File: config.mk
export PLATFORM = sky130hd
export DESIGN_NAME = scaler_bank
export DESIGN_NICKNAME = d
export VERILOG_FILES = /design/src/rtl/scaler_pkg.sv /design/src/rtl/scaler_ctrl_regs.sv /design/src/rtl/scaler_counter.sv /design/src/rtl/scaler_readout.sv /design/src/rtl/scaler_bank.sv
export SDC_FILE = /design/constraint.sdc
export NUM_CORES = 1
export LEC_CHECK = 0
export ABC_CLOCK_PERIOD_IN_PS = 2100
export BUFFER_PORTS_ARGS = -buffer_cell sky130_fd_sc_hd__buf_2
export CORE_MARGIN = 5
export CORE_UTILIZATION = 45
export CTS_CLUSTER_SIZE = 12
export DETAILED_ROUTE_END_ITERATION = 10
export PLACE_DENSITY = 0.64
export RECOVER_POWER = 25
export SLEW_MARGIN = 25
export SYNTH_ARGS = -nofsm -noshare
export SYNTH_HDL_FRONTEND = slang
export SYNTH_HIERARCHICAL = 1
export SYNTH_SLANG_ARGS = --single-unit
export TNS_END_PERCENT = 1
File: constraint.sdc
create_clock -name clk -period 2.1 [get_ports clk]
set_clock_uncertainty 0.15 [all_clocks]
set_input_delay 0.105 -clock clk [delete_from_list [all_inputs] [get_ports clk]]
set_output_delay 0.105 -clock clk [all_outputs]
set_load 0.01 [all_outputs]
File: src/rtl/scaler_pkg.sv
package scaler_pkg;

    localparam int REG_W = 16;

    typedef struct packed {
        logic [REG_W-1:0] arm;
        logic [REG_W-1:0] hold;
    } ctrl_t;

    typedef enum logic [1:0] {
        SEL_NONE  = 2'd0,
        SEL_ARM   = 2'd1,
        SEL_HOLD  = 2'd2
    } ctrl_sel_e;

endpackage

File: src/rtl/scaler_ctrl_regs.sv
module scaler_ctrl_regs
    import scaler_pkg::*;
#(
    parameter int ADDR_W    = 6,
    parameter int ADDR_ARM  = 2,
    parameter int ADDR_HOLD = 3
) (
    input  logic              clk,
    input  logic              rst_n,
    input  logic              wr_en,
    input  logic [ADDR_W-1:0] addr,
    input  logic [REG_W-1:0]  wdata,
    output ctrl_t             ctrl
);

    typedef struct packed {
        ctrl_t regs;
    } regs_state_t;

    regs_state_t s_d, s_q;
    ctrl_sel_e   sel;

    always_comb begin
        sel = SEL_NONE;
        if (wr_en && addr == ADDR_W'(ADDR_ARM))  sel = SEL_ARM;
        if (wr_en && addr == ADDR_W'(ADDR_HOLD)) sel = SEL_HOLD;

        s_d = s_q;
        case (sel)
            SEL_ARM:  s_d.regs.arm  = wdata;
            SEL_HOLD: s_d.regs.hold = wdata;
            default:  ;
        endcase
    end

    always_ff @(posedge clk or negedge rst_n) begin
        if (!rst_n) s_q <= '0;
        else        s_q <= s_d;
    end

    assign ctrl = s_q.regs;

    p_arm_store_r7: assert property (@(posedge clk) disable iff (!rst_n)
        (wr_en && addr == ADDR_W'(ADDR_ARM)) |=> ctrl.arm == $past(wdata));

    p_hold_store_r7: assert property (@(posedge clk) disable iff (!rst_n)
        (wr_en && addr == ADDR_W'(ADDR_HOLD)) |=> ctrl.hold == $past(wdata));

    p_no_write_stable_r10: assert property (@(posedge clk) disable iff (!rst_n)
        !wr_en |=> $stable(ctrl));

endmodule

File: src/rtl/scaler_counter.sv
module scaler_counter #(
    parameter int CNT_W = 32
) (
    input  logic             clk,
    input  logic             rst_n,
    input  logic             fire,
    input  logic             hold_zero,
    input  logic             armed,
    input  logic             timing_rst,
    output logic [CNT_W-1:0] count
);

    typedef struct packed {
        logic [CNT_W-1:0] cnt;
    } cnt_state_t;

    cnt_state_t s_d, s_q;
    logic       clr;

    always_comb begin
        clr = hold_zero | (timing_rst & armed);
        s_d = s_q;
        if (clr)       s_d.cnt = '0;
        else if (fire) s_d.cnt = s_q.cnt + CNT_W'(1);
    end

    always_ff @(posedge clk or negedge rst_n) begin
        if (!rst_n) s_q <= '0;
        else        s_q <= s_d;
    end

    assign count = s_q.cnt;

    p_step_one_r2: assert property (@(posedge clk) disable iff (!rst_n)
        (fire && !hold_zero && !(timing_rst && armed)) |=> count == $past(count) + CNT_W'(1));

    p_idle_hold_r2: assert property (@(posedge clk) disable iff (!rst_n)
        (!fire && !hold_zero && !(timing_rst && armed)) |=> $stable(count));

    p_wrap_zero_r3: assert property (@(posedge clk) disable iff (!rst_n)
        (fire && !hold_zero && !(timing_rst && armed) && count == {CNT_W{1'b1}}) |=> count == '0);

    p_force_zero_r4: assert property (@(posedge clk) disable iff (!rst_n)
        hold_zero |=> count == '0);

    p_armed_clear_r5: assert property (@(posedge clk) disable iff (!rst_n)
        (timing_rst && armed) |=> count == '0);

    p_clear_beats_fire_r6: assert property (@(posedge clk) disable iff (!rst_n)
        (fire && (hold_zero || (timing_rst && armed))) |=> count == '0);

endmodule

File: src/rtl/scaler_readout.sv
module scaler_readout
    import scaler_pkg::*;
#(
    parameter int NUM_CH    = 4,
    parameter int CNT_W     = 32,
    parameter int ADDR_W    = 6,
    parameter int ADDR_ARM  = 2,
    parameter int ADDR_HOLD = 3,
    parameter int ADDR_BASE = 40
) (
    input  logic                         clk,
    input  logic                         rst_n,
    input  logic                         rd_en,
    input  logic [ADDR_W-1:0]            addr,
    input  ctrl_t                        ctrl,
    input  logic [NUM_CH-1:0][CNT_W-1:0] counts,
    output logic [REG_W-1:0]             rdata
);

    localparam int WIDE_W = 2 * REG_W;

    typedef struct packed {
        logic [NUM_CH-1:0][REG_W-1:0] snap;
        logic [REG_W-1:0]             rdata;
    } rd_state_t;

    rd_state_t                     s_d, s_q;
    logic [NUM_CH-1:0][WIDE_W-1:0] wide_cnt;

    always_comb begin
        for (int c = 0; c < NUM_CH; c++) begin
            wide_cnt[c]            = '0;
            wide_cnt[c][CNT_W-1:0] = counts[c];
        end
    end

    always_comb begin
        s_d       = s_q;
        s_d.rdata = '0;
        if (rd_en) begin
            if (addr == ADDR_W'(ADDR_ARM))  s_d.rdata = ctrl.arm;
            if (addr == ADDR_W'(ADDR_HOLD)) s_d.rdata = ctrl.hold;
            for (int c = 0; c < NUM_CH; c++) begin
                if (addr == ADDR_W'(ADDR_BASE + 2 * c)) begin
                    s_d.rdata   = wide_cnt[c][REG_W-1:0];
                    s_d.snap[c] = wide_cnt[c][WIDE_W-1:REG_W];
                end
                if (addr == ADDR_W'(ADDR_BASE + 2 * c + 1)) begin
                    s_d.rdata = s_q.snap[c];
                end
            end
        end
    end

    always_ff @(posedge clk or negedge rst_n) begin
        if (!rst_n) s_q <= '0;
        else        s_q <= s_d;
    end

    assign rdata = s_q.rdata;

    p_idle_zero_r8: assert property (@(posedge clk) disable iff (!rst_n)
        !rd_en |=> rdata == '0);

    for (genvar g = 0; g < NUM_CH; g++) begin : g_chk
        p_low_half_r8: assert property (@(posedge clk) disable iff (!rst_n)
            (rd_en && addr == ADDR_W'(ADDR_BASE + 2 * g)) |=> rdata == $past(counts[g][REG_W-1:0]));

        p_high_from_snap_r9: assert property (@(posedge clk) disable iff (!rst_n)
            (rd_en && addr == ADDR_W'(ADDR_BASE + 2 * g + 1)) |=> rdata == $past(s_q.snap[g]));
    end

endmodule

File: src/rtl/scaler_bank.sv
module scaler_bank
    import scaler_pkg::*;
#(
    parameter int NUM_CH    = 4,
    parameter int CNT_W     = 32,
    parameter int ADDR_W    = 6,
    parameter int ADDR_ARM  = 2,
    parameter int ADDR_HOLD = 3,
    parameter int ADDR_BASE = 40
) (
    input  logic              clk,
    input  logic              rst_n,
    input  logic              reg_wr,
    input  logic              reg_rd,
    input  logic [ADDR_W-1:0] reg_addr,
    input  logic [15:0]       reg_wdata,
    output logic [15:0]       reg_rdata,
    input  logic [NUM_CH-1:0] chan_fire,
    input  logic              timing_rst
);

    ctrl_t                        ctrl;
    logic [NUM_CH-1:0][CNT_W-1:0] counts;

    scaler_ctrl_regs #(
        .ADDR_W    (ADDR_W),
        .ADDR_ARM  (ADDR_ARM),
        .ADDR_HOLD (ADDR_HOLD)
    ) u_regs (
        .clk   (clk),
        .rst_n (rst_n),
        .wr_en (reg_wr),
        .addr  (reg_addr),
        .wdata (reg_wdata),
        .ctrl  (ctrl)
    );

    for (genvar n = 0; n < NUM_CH; n++) begin : g_ch
        scaler_counter #(
            .CNT_W (CNT_W)
        ) u_cnt (
            .clk        (clk),
            .rst_n      (rst_n),
            .fire       (chan_fire[n]),
            .hold_zero  (ctrl.hold[n]),
            .armed      (ctrl.arm[n]),
            .timing_rst (timing_rst),
            .count      (counts[n])
        );
    end

    scaler_readout #(
        .NUM_CH    (NUM_CH),
        .CNT_W     (CNT_W),
        .ADDR_W    (ADDR_W),
        .ADDR_ARM  (ADDR_ARM),
        .ADDR_HOLD (ADDR_HOLD),
        .ADDR_BASE (ADDR_BASE)
    ) u_rd (
        .clk    (clk),
        .rst_n  (rst_n),
        .rd_en  (reg_rd),
        .addr   (reg_addr),
        .ctrl   (ctrl),
        .counts (counts),
        .rdata  (reg_rdata)
    );

endmodule

Word-level counts from Yosys, hierarchy flattened
Index checks and enable logic that the tools add are counted.
Operators by class
  $add $sub $neg: 4
  equal/unequal tests: 12
  multiplexer cells: 21
  bitwise gates (word level): 8
  reductions and logical operators: 10
Operators with widths (number)
  2-to-1 mux 32 bit: 8
  2-to-1 mux 16 bit: 11
  adder 32 x 1 -> 32 bit (second input constant): 4
  == test 6 bit (second input constant): 8
  == test 6 x 2 -> 1 bit (second input constant): 2
  AND reduction 2 bit: 4
  nonzero test 2 bit: 4
  AND 1 bit: 4
  OR 1 bit: 4
  == test 2 x 1 -> 1 bit (second input constant): 1
  == test 2 bit (second input constant): 1
  logical AND 1 bit: 2
  2-to-1 mux 2 bit: 1
  2-to-1 mux 1 bit: 1
Storage, ports and cells
  register bits after elaboration: 240
  input port bits: 31
  word-level logic and storage cells: 66

Depth between registers and ports, before layout
  depth after elaboration: 12
  mapped depth: 8
  mapped depth without buffers: 5

Hierarchy
Netlist, hierarchy kept.
By module, submodules not included
  scaler_counter: instances 4, cells an instance 185, area each 1730.4 um2
  scaler_readout: instances 1, cells an instance 450, area each 4780.8 um2
  scaler_ctrl_regs: instances 1, cells an instance 70, area each 1315.0 um2

Worst setup path after synthesis
No wires, ideal clock.
  kind: register to register
  from: register g_ch[3].u_cnt.s_q, in the netlist g_ch[3].u_cnt/count[0]
  to: register g_ch[3].u_cnt.s_q, in the netlist g_ch[3].u_cnt/count[30]
  data arrival time: 2.066 ns
  slack: -0.193 ns
  stages on the path, launching flop included: 8
  path buffers: 2
  clock period less this slack: 2.293 ns
  cell sequence: dfrtp_1 > ha_1 > clkbuf_1 > nand2_1 > or4_4 > buf_6 > or4_1 > a21oi_1
On the way
  cells in the longest elaborated chain, start to end: 3
RTL lines
  start: declaration: line scaler_counter.sv:17  | cnt_state_t s_d, s_q;
  start signal: assignment: line scaler_counter.sv:28  | if (!rst_n) s_q <= '0;
  start signal: assignment: line scaler_counter.sv:29  | else s_q <= s_d;
  adder 32 x 1 -> 32 bit: line scaler_counter.sv:24  | else if (fire) s_d.cnt = s_q.cnt + CNT_W'(1);
  2-to-1 mux 32 bit: line scaler_counter.sv:24
  2-to-1 mux 32 bit: line scaler_counter.sv:23  | if (clr) s_d.cnt = '0;
Every way passes these cells. The select of a mux whose other input is x is not followed.
A chain may end at the register's enable or synchronous reset.

Final worst setup path
  from: register g_ch[1].u_cnt.s_q, in the netlist g_ch[1].u_cnt/count[4]
  to: register g_ch[1].u_cnt.s_q, in the netlist g_ch[1].u_cnt/count[30]
On the way
  cells in the longest elaborated chain, start to end: 3
RTL lines (line)
  start: declaration: scaler_counter.sv:17
  start signal: assignment: scaler_counter.sv:28
  start signal: assignment: scaler_counter.sv:29
  adder 32 x 1 -> 32 bit: scaler_counter.sv:24
  2-to-1 mux 32 bit: scaler_counter.sv:24
  2-to-1 mux 32 bit: scaler_counter.sv:23
Every way passes these cells. The select of a mux whose other input is x is not followed.

==> flow_metrics.tcl <==
set metrics [dict create \
    end_kind "flip-flop" \
    ys_seq_elements 240 \
    grt_pass1_vias 10417 \
    critPathLaunch "g_ch[1].u_cnt/count[4]$_DFFE_PN0P_" \
    synth_cell_type_count 69 \
    ys_seq_area_share_pct 46.14 \
    cp_max_fo 11 \
    synthFlopType "dfrtp_1" \
    async_reset_ff_share_pct 100.0 \
    outcome "finished, final reports clean" \
    yosysWarnings 6 \
    crit_buf_inv 0 \
    clkSlewWorstSetupHoldPaths_ps 60 \
    finalHoldViolCount 0 \
    final_max_slew_viol_count 0 \
    period_share_pct 98.28 \
    synth_xor_area_share_pct 2.960 \
    drc 0 \
    diodes 0 \
    syn_inst 1260 \
    synth_edf_count 0 \
    drtAntennaViolNets 0 \
    rr_endpoint "g_ch[1].u_cnt/count[30]$_DFFE_PN0P_" \
    root_buffer "clkbuf_16" \
    worstPathRequired_ps 2420 \
    dieHeight_um 180.1 \
    syn_nets 1295 \
    die_x_um 180.1 \
    gp_congestion 0.9461 \
    cap_violations 0 \
    drt-vias-per-instance 6.036 \
    coreArea_um2 28630 \
    synthSimpleGateAreaFrac_pct 20.20 \
    io_pins 47 \
    synthAdderAreaFrac_pct 0.3845 \
    synth_compound_area_share_pct 13.99 \
    cellLeakagePower_nw 6.863 \
    die_area_um2 32430 \
    cts_tree "yes" \
    grt_use_total_pct 22.48 \
    drive_above_1_share_pct 22.77 \
    drt_iter0_drc 967 \
    nets 1419 \
    antenna_found_initial 0 \
    nFillCells 2538 \
    min_period_ps 2064 \
    ctsLongestPathBuffers 3 \
    r2r_cells 4 \
    syn_to_final_growth_pct 17.27 \
    grt_pass1_wl_mm 59.36 \
    h-tree-depth 1 \
    io_buffers 46 \
    total_power_mw 11.79 \
    synth_top_family_by_area "simple AND/OR/NAND/NOR gates" \
    layout_commonest_cell "dfrtp_1" \
    critPathKind "flip-flop to flip-flop" \
    vias 10774 \
    power_density_nw_per_um2 772.5 \
    cts_sinks 240 \
    synth_area_um2 13020 \
    final_cell_mix "dfrtp_1 (237), buf_4 (117), a21oi_1 (114), nand2_1 (86), nor2_1 (82)" \
    path_cells "nand4_2 -> or4_4 -> or4_1 -> a21oi_1" \
    clkLatencyLatePin_ps 540 \
    vdd_drop_max_v 0.0008097 \
    grt.overflow.total 0 \
    drt_wl_total_mm 37.50 \
    tightest_slew_ps 1296 \
    hold_path_class "input pin to flip-flop" \
    rsz0062_at_grt "yes" \
    routedWlPerCell_um 21.01 \
    relSlewSlack_pct 13.57 \
    worst_path_largest_cell_delay_ps 630 \
    worst_hold_slack_ps 51.83 \
    fp-row-count 62 \
    numCtsBuffers 27 \
    fmax_mhz 484.5 \
    dpl.hpwl_mm 27.04 \
    critPathArrivalTime_ps 2380 \
    synth.area.mux_share_pct 11.52 \
    setup.worst_path.start_class "flip-flop" \
    path_depth 4 \
    cpMaxStageDelayCell "or4_4" \
    drt_pre_antenna_iters 7 \
    critPathCapture "g_ch[1].u_cnt/count[30]$_DFFE_PN0P_" \
    finalSetupViolations 0 \
    crit_family "simple AND/OR/NAND/NOR gates" \
    avgSynthCellArea_um2 10.33 \
    regToRegStartpoint "g_ch[1].u_cnt/count[4]$_DFFE_PN0P_" \
    grt_max_degree 58 \
    r2r_slack_ps 40 \
    initial_core_util_pct 45.48 \
]
## registers in the layout (all words and copies together) (netlist names)
register	flops
u_regs/ctrl	32
u_rd/rdata	16
g_ch.u_cnt/count	128
u_rd/s_q	64
## kinds of logic after synthesis
family	Yosys count
adders and majority gates	4
DFF	240
buffers and inverters	107
AOI/OAI and AO/OA	292
xor gates and xnor gates	44
muxes	130
and+or+nand+nor	443
## power by group
group	total (mW)	leakage [nW]	internal, mW	switching [mW]
combinational	2.02	3.14	0.804	1.22
clock	4.67	0.429	2.76	1.91
sequential	5.10	3.30	4.89	0.215
total	11.8	6.86	8.45	3.34
## repair_timing
| item | 4_1_cts | 5_1_grt |
|---|---|---|
| hold buffers | 24 | 0 |
| resized for setup | 0 | 9 |
| hold endpoints to repair | 310 | 0 |
| buffers inserted | 0 | 3 |
| endpoints found under the setup margin | 0 | 21 |
## metrics by stage
step	TNS [ps]	worst slack [ps]	area, um^2	cells	utilization, %
after floorplan	-231.8	-64.59	13040	1260	-
after global placement	0	73.88	14170	1712	49.49
after detailed placement	0	30.19	14170	1712	49.49
after CTS	0	28.69	15280	1782	53.37
after global routing	-131.6	-36.56	15270	1785	53.33
final	0	36.21	15270	1785	53.33
## area by class of cell
type,instances,area [um^2],area share [%]
Timing Repair Buffer,197,1489,9.753
Clock inverter,10,102.6,0.6721
Multi-Input combinational cell,913,6406,41.96
Sequential cell,240,6010,39.37
Clock buffer,36,759.5,4.975
Inverter,5,18.77,0.1229
Tap cell,384,480.5,3.147
## routing by layer
metal	routed length, um	GRT usage (%)
met1	16690	32.07
met2	17260	35.34
met5	0	0
met3	2161	3.512
met4	1387	7.381
## how the worst min path moves through the flow
stage | startpoint | end | slack [ps] | cells past startpoint
after global placement | rst_n | u_rd/s_q[18]$_DFFE_PN0P_ | -120 | 1
final | reg_addr[4] | u_rd/rdata[7]$_DFF_PN0_ | 50 | 4
after CTS | reg_addr[4] | u_rd/rdata[9]$_DFF_PN0_ | 20 | 4
after global routing | reg_addr[4] | u_rd/rdata[7]$_DFF_PN0_ | 60 | 4
after detailed placement | rst_n | g_ch[0].u_cnt/count[19]$_DFFE_PN0P_ | -120 | 1
after floorplan | rst_n | g_ch[0].u_cnt/count[0]$_DFFE_PN0P_ | -340 | 0
## synth_stat cells (30+ instances only)
cell      number  area, um^2
o31ai_1       44       330.3
nand4_1       52       325.3
nand2_1       86       322.8
mux2i_1       31       310.3
nand3_1       30       150.1
or4_1         57       427.9
mux2_1        36       405.4
o21ai_0       47       235.2
mux2_2        43       484.2
a21oi_1      115       575.6
dfrtp_1      240        6006
clkbuf_1      41       153.9
nor2_1        82       307.8
## worst reg2reg max path: stages (launching register included)
cell     delay [ps]
dfrtp_1         420
nand4_2         120
or4_4           630
or4_1           520
a21oi_1         150
Note: power is estimated with default switching activity, not from simulation.
